$ cat src/rtl/dacif_pkg.sv
package dacif_pkg;
  localparam int SYNC_STAGES = 2;
  localparam int NUM_STB     = 4;
  localparam int STB_CS      = 0;
  localparam int STB_WR      = 1;
  localparam int STB_LD      = 2;
  localparam int STB_CLR     = 3;

  typedef enum logic {
    TGT_CHAN  = 1'b0,
    TGT_CLEAR = 1'b1
  } wr_tgt_e;
endpackage

$ cat src/rtl/dacif_rst_sync.sv
module dacif_rst_sync (
  input  logic clk,
  input  logic arst_n,
  output logic rst_n_o
);
  logic [1:0] stg_q;

  always_ff @(posedge clk or negedge arst_n) begin
    if (!arst_n) stg_q <= 2'b00;
    else         stg_q <= {stg_q[0], 1'b1};
  end

  assign rst_n_o = stg_q[1];
endmodule

$ cat src/rtl/dacif_strobe_sync.sv
module dacif_strobe_sync #(
  parameter int N = 4
) (
  input  logic         clk,
  input  logic         rst_n,
  input  logic [N-1:0] raw_n,
  output logic [N-1:0] act
);
  logic [N-1:0] s1_q, s2_q;

  always_ff @(posedge clk or negedge rst_n) begin
    if (!rst_n) begin
      s1_q <= '1;
      s2_q <= '1;
    end else begin
      s1_q <= raw_n;
      s2_q <= s1_q;
    end
  end

  assign act = ~s2_q;
endmodule

$ cat src/rtl/dacif_bus_capture.sv
module dacif_bus_capture
  import dacif_pkg::*;
#(
  parameter int CODE_W = 13,
  parameter int ADDR_W = 3
) (
  input  logic              clk,
  input  logic              rst_n,
  input  logic              wr_act,
  input  logic [CODE_W-1:0] bus_data,
  input  logic [ADDR_W-1:0] bus_addr,
  input  logic              bus_cfg,
  output logic              commit,
  output logic [CODE_W-1:0] w_data,
  output logic [ADDR_W-1:0] w_addr,
  output wr_tgt_e           w_tgt
);
  localparam int WORD_W = CODE_W + ADDR_W + 1;

  logic [WORD_W-1:0] dly_q [SYNC_STAGES];
  logic [WORD_W-1:0] hold_q, hold_d;
  logic              act_q;

  // The bus is delayed by as many stages as the strobes so both stay aligned
  for (genvar g = 0; g < SYNC_STAGES; g++) begin : g_dly
    always_ff @(posedge clk or negedge rst_n) begin
      if (!rst_n) dly_q[g] <= '0;
      else if (g == 0) dly_q[g] <= {bus_cfg, bus_addr, bus_data};
      else dly_q[g] <= dly_q[g-1];
    end
  end

  always_comb begin
    hold_d = hold_q;
    if (wr_act) hold_d = dly_q[SYNC_STAGES-1];
  end

  always_ff @(posedge clk or negedge rst_n) begin
    if (!rst_n) begin
      hold_q <= '0;
      act_q  <= 1'b0;
    end else begin
      hold_q <= hold_d;
      act_q  <= wr_act;
    end
  end

  assign commit = act_q & ~wr_act;
  assign w_data = hold_q[CODE_W-1:0];
  assign w_addr = hold_q[CODE_W +: ADDR_W];
  assign w_tgt  = wr_tgt_e'(hold_q[WORD_W-1]);
endmodule

$ cat src/rtl/dacif_channel.sv
module dacif_channel #(
  parameter int              CODE_W   = 13,
  parameter logic [CODE_W-1:0] RST_CODE = '0
) (
  input  logic              clk,
  input  logic              rst_n,
  input  logic              clr_act,
  input  logic [CODE_W-1:0] clr_code,
  input  logic              ld_act,
  input  logic              wr_sel,
  input  logic [CODE_W-1:0] w_data,
  output logic [CODE_W-1:0] in_q,
  output logic [CODE_W-1:0] dac_q
);
  logic [CODE_W-1:0] in_d, dac_d;

  always_comb begin
    in_d  = in_q;
    dac_d = dac_q;
    if (clr_act) begin
      in_d  = clr_code;
      dac_d = clr_code;
    end else begin
      if (wr_sel) in_d  = w_data;
      if (ld_act) dac_d = in_d;
    end
  end

  always_ff @(posedge clk or negedge rst_n) begin
    if (!rst_n) begin
      in_q  <= RST_CODE;
      dac_q <= RST_CODE;
    end else begin
      in_q  <= in_d;
      dac_q <= dac_d;
    end
  end
endmodule

$ cat src/rtl/octal_dac_regs.sv
module octal_dac_regs
  import dacif_pkg::*;
#(
  parameter int CODE_W = 13,
  parameter int N_CH   = 8,
  localparam int ADDR_W = $clog2(N_CH)
) (
  input  logic                   clk,
  input  logic                   rst_n,
  input  logic [CODE_W-1:0]      bus_data,
  input  logic [ADDR_W-1:0]      bus_addr,
  input  logic                   bus_cfg,
  input  logic                   cs_n,
  input  logic                   wr_n,
  input  logic                   ld_n,
  input  logic                   clr_n,
  output logic [N_CH*CODE_W-1:0] dac_code
);
  localparam logic [CODE_W-1:0] MID_CODE = CODE_W'(1) << (CODE_W - 1);

  logic               rst_q_n;
  logic [NUM_STB-1:0] stb_act;
  logic               wr_act, ld_act, clr_act;
  logic               commit, cfg_wr;
  logic [CODE_W-1:0]  w_data;
  logic [ADDR_W-1:0]  w_addr;
  wr_tgt_e            w_tgt;
  logic [CODE_W-1:0]  clr_code_q, clr_code_d;
  logic [N_CH*CODE_W-1:0] in_flat;

  dacif_rst_sync u_rst (
    .clk    (clk),
    .arst_n (rst_n),
    .rst_n_o(rst_q_n)
  );

  dacif_strobe_sync #(.N(NUM_STB)) u_stb (
    .clk  (clk),
    .rst_n(rst_q_n),
    .raw_n({clr_n, ld_n, wr_n, cs_n}),
    .act  (stb_act)
  );

  assign wr_act  = stb_act[STB_CS] & stb_act[STB_WR];
  assign ld_act  = stb_act[STB_LD];
  assign clr_act = stb_act[STB_CLR];

  dacif_bus_capture #(.CODE_W(CODE_W), .ADDR_W(ADDR_W)) u_cap (
    .clk     (clk),
    .rst_n   (rst_q_n),
    .wr_act  (wr_act),
    .bus_data(bus_data),
    .bus_addr(bus_addr),
    .bus_cfg (bus_cfg),
    .commit  (commit),
    .w_data  (w_data),
    .w_addr  (w_addr),
    .w_tgt   (w_tgt)
  );

  assign cfg_wr = (w_tgt == TGT_CLEAR);

  always_comb begin
    clr_code_d = clr_code_q;
    if (commit && cfg_wr && !clr_act) clr_code_d = w_data;
  end

  always_ff @(posedge clk or negedge rst_q_n) begin
    if (!rst_q_n) clr_code_q <= MID_CODE;
    else          clr_code_q <= clr_code_d;
  end

  for (genvar ch = 0; ch < N_CH; ch++) begin : g_ch
    logic sel;
    assign sel = commit && !cfg_wr && (w_addr == ADDR_W'(ch));

    dacif_channel #(.CODE_W(CODE_W), .RST_CODE(MID_CODE)) u_chan (
      .clk     (clk),
      .rst_n   (rst_q_n),
      .clr_act (clr_act),
      .clr_code(clr_code_q),
      .ld_act  (ld_act),
      .wr_sel  (sel),
      .w_data  (w_data),
      .in_q    (in_flat[ch*CODE_W +: CODE_W]),
      .dac_q   (dac_code[ch*CODE_W +: CODE_W])
    );
  end
endmodule

$ cat config.mk
export PLATFORM = sky130hd
export DESIGN_NAME = octal_dac_regs
export DESIGN_NICKNAME = d
export VERILOG_FILES = /design/src/rtl/dacif_pkg.sv /design/src/rtl/dacif_rst_sync.sv /design/src/rtl/dacif_strobe_sync.sv /design/src/rtl/dacif_bus_capture.sv /design/src/rtl/dacif_channel.sv /design/src/rtl/octal_dac_regs.sv
export SDC_FILE = /design/constraint.sdc
export NUM_CORES = 1
export LEC_CHECK = 0
export BUFFER_PORTS_ARGS = -buffer_cell sky130_fd_sc_hd__buf_2
export CELL_PAD_IN_SITES_DETAIL_PLACEMENT = 0
export CELL_PAD_IN_SITES_GLOBAL_PLACEMENT = 1
export CORE_ASPECT_RATIO = 0.5
export CORE_MARGIN = 3
export CORE_UTILIZATION = 50
export CTS_CLUSTER_SIZE = 40
export DETAILED_ROUTE_END_ITERATION = 12
export PLACE_DENSITY_LB_ADDON = 0.1
export SLEW_MARGIN = 20
export SYNTH_ARGS = -nofsm -noshare
export SYNTH_HDL_FRONTEND = slang
export SYNTH_SLANG_ARGS = --single-unit
$ cat constraint.sdc
create_clock -name clk -period 14.25 [get_ports clk]
set_input_delay 1.425 -clock clk [delete_from_list [all_inputs] [get_ports clk]]
set_output_delay 1.425 -clock clk [all_outputs]
set_load 0.02 [all_outputs]
==> flow_metrics.tcl <==
set metrics [dict create \
    seq_area_mm2 0.00712 \
    cts_made_buffers 25 \
    power.leakage_uw 0.00518 \
    routedWlPerCell_um 25.9 \
    clk_latency_ns 0.54 \
    synth_fp_nets 1008 \
    viasPerCell 6.63 \
    hold_start "u_cap.dly_q[33]$_DFF_PN0_" \
    grt_pass1_vias 8768 \
    core_area_mm2 0.0212 \
    fmax_mhz 329 \
    initial_core_util_pct 52.6 \
    min_period_ns 3.04 \
    ctsHtreeMaxLevel 1 \
    chipHeight_um 112 \
    skew_ns 0.0118 \
    ctsLongestPathBuffers 3 \
    reg2reg_slack_ns 11.21 \
    period_share_pct 21.4 \
    hold_violations 0 \
    grt_usage_pct 29.1 \
    drv_cap 0 \
    setup_tns_ns 0 \
    multiInputGateArea_mm2 0.00367 \
    syn-cell-area_mm2 0.0112 \
    hpwlAfterDp_um 21100 \
    die_area_mm2 0.0243 \
    io_buffer_count 126 \
    fin_cells 1367 \
    crit_required_ns 14.63 \
    status "completed" \
    ys_types 33 \
    worst_pin_slew_ns 1.22 \
    finish.net_count 1081 \
    syn_area_per_cell_um2 11.4 \
    max-slew-margin-rel_pct 18.2 \
    final-setup-viol-count 0 \
    placed_cells 1323 \
    drt_iter0_drc 1443 \
    layout-drive-gt1-share_pct 26.1 \
    grt_overflow_total 0 \
    gp_congestion 0.820 \
    rows 37 \
    grt_max_degree 105 \
    yosysWarnings 0 \
    arrival_ns 3.43 \
    grt_pass1_wl_um 54100 \
    vias 9064 \
    nFillCells 1765 \
    syn_inst 985 \
    cts_resized 0 \
    worstSetupStartpointType "flip-flop" \
    clkTransAtPathRegs_ns 0.07 \
    clock-sinks 283 \
    first_pass_iters 5 \
    hold_class "reg -> reg" \
    end_kind "flip-flop" \
    antenna_found_initial 0 \
    vdd.ir_drop.worst_uv 107 \
    ys_ff_latch 283 \
    ys_seq_area_share_pct 63.6 \
    cts_setup_buffers 0 \
    routed_wl_um 35400 \
    total_power_uw 2440 \
    hold_end "u_cap.dly_q[16]$_DFF_PN0_" \
    worstRegToRegCells 3 \
    slew_viol_final 0 \
    holdWs_ns 0.347 \
    postRouteAntennaNets 0 \
    yosys.area.top_type "dfrtp_1" \
    cts_root_buf "clkbuf_16" \
    synth-edff-count 0 \
    cp_max_fo 72 \
    synthFlopType "dfrtp_1" \
    worstSetupPathType "reg -> reg" \
    rsz0062_at_grt "no" \
    ctsHoldBuffers 0 \
    synth_area_leaders "dfrtp_1 (58%), a31oi_1 (12%), o21ai_0 (8.4%)" \
    hold_path_depth 0 \
    power_per_cell_area_mw_per_mm2 191 \
    die_w_um 218 \
    synth_top_area_share_pct 57.7 \
    timing.rr.start "u_stb.s2_q[3]$_DFF_PN1_" \
    pin_count 127 \
    cts_tree "yes" \
    drc 0 \
    synthArstFlopShare_pct 100 \
    r2r_end "g_ch[7].u_chan.dac_q[5]$_DFFE_PN0P_" \
    area_delta_synth_final_pct 14.1 \
]
flip-flops by register name, summed over array words and instances (netlist names):
name / count
g_ch.u_chan.dac_q: 104
g_ch.u_chan.in_q: 104
u_cap.dly_q: 34
u_cap.hold_q: 17
clr_code_q: 13
u_stb.s1_q: 4
u_stb.s2_q: 4
u_rst.stg_q: 2
u_cap.act_q: 1
kinds of logic (layout without fill, tap and decap cells):
logic type | after synthesis | count (layout) | share of synthesized area (%)
multiplexers | 29 | 29 | 2.92
flip-flops | 283 | 283 | 63.6
buffers and inverters | 96 | 185 | 4.05
other | 1 | 2 | 0.0335
AND/OR/NAND/NOR | 143 | 143 | 6.33
AO/OA/AOI/OAI | 433 | 433 | 23.1
layout make-up:
class	instances	area share, %
clock buffers	33	5.45
well taps	292	2.86
multi-input cells	606	28.7
repair buffers	142	5.91
flip-flops and latches	283	55.8
diodes	1	0.0196
clock inverters	10	1.26
cells in the mapped netlist (2+ instances only):
cell type  number
nand2_1        53
o211a_1        13
a31oi_1       208
dfstp_2        25
buf_4           3
dfrtp_1       258
or2_2          13
nand3_1        52
clkbuf_2        3
clkbuf_1       39
o21ai_1         2
nor2_1         14
buf_2          31
o21ai_0       187
nand4bb_1       2
o21ai_2        20
mux2_2         29
buf_6           3
buf_1          16
power breakdown:
group	total, uW	internal, uW	switching [uW]
sequential	1140	1010	128
clock	717	416	301
combinational	588	191	397
layer usage:
metal / vias to the layer above / wire, um / GRT usage, %
met4: 0 / 707 / 7.03
met3: 56 / 3930 / 7.28
met5: - / 0 / 0
li1: 3836 / - / -
met2: 530 / 15300 / 40.4
met1: 4642 / 15500 / 45.8
worst max path at each step:
stage                        startpoint                              endpoint  slack (ns)
2_1_floorplan  u_rst.stg_q[1]$_DFF_PN0_             clr_code_q[0]$_DFFE_PN0P_        5.82
4_1_cts         u_stb.s2_q[3]$_DFF_PN1_   g_ch[7].u_chan.dac_q[5]$_DFFE_PN0P_       11.29
3_3_place_gp    u_stb.s2_q[3]$_DFF_PN1_   g_ch[7].u_chan.dac_q[4]$_DFFE_PN0P_       11.36
6_report        u_stb.s2_q[3]$_DFF_PN1_   g_ch[7].u_chan.dac_q[5]$_DFFE_PN0P_       11.21
3_5_place_dp    u_stb.s2_q[3]$_DFF_PN1_   g_ch[0].u_chan.dac_q[7]$_DFFE_PN0P_       11.30
5_1_grt         u_stb.s2_q[3]$_DFF_PN1_  g_ch[4].u_chan.dac_q[11]$_DFFE_PN0P_       11.12
worst max-delay path: stages, from the launching register on:
cell,delay [ns]
dfstp_4,0.94
nor2b_4,0.83
buf_4,0.82
a31oi_1,0.19
layout by cell type (no fill, tap or decap), types with 2 or more instances in the layout:
cell type / count
clkbuf_1: 4
clkbuf_16: 25
nand3_1: 52
a31oi_1: 208
nor2_1: 14
buf_2: 126
nand2_1: 52
buf_4: 15
o21ai_2: 20
or2_2: 13
clkbuf_8: 4
o211a_1: 13
clkinv_2: 2
dfrtp_1: 257
o21ai_0: 187
mux2_2: 29
dfstp_2: 24
clkinvlp_4: 3
bufinv_16: 4
per-stage QoR:
stage | area, um^2 | utilization, % | worst slack, ns
6_report | 12800 | 60.1 | 11.21
5_1_grt | 12800 | 60.1 | 11.12
4_1_cts | 12800 | 60.1 | 11.29
3_5_place_dp | 11900 | 56.0 | 11.30
3_3_place_gp | 11900 | 56.0 | 11.36
2_1_floorplan | 11200 | - | 5.82
Power figures use the tool's default switching activity.
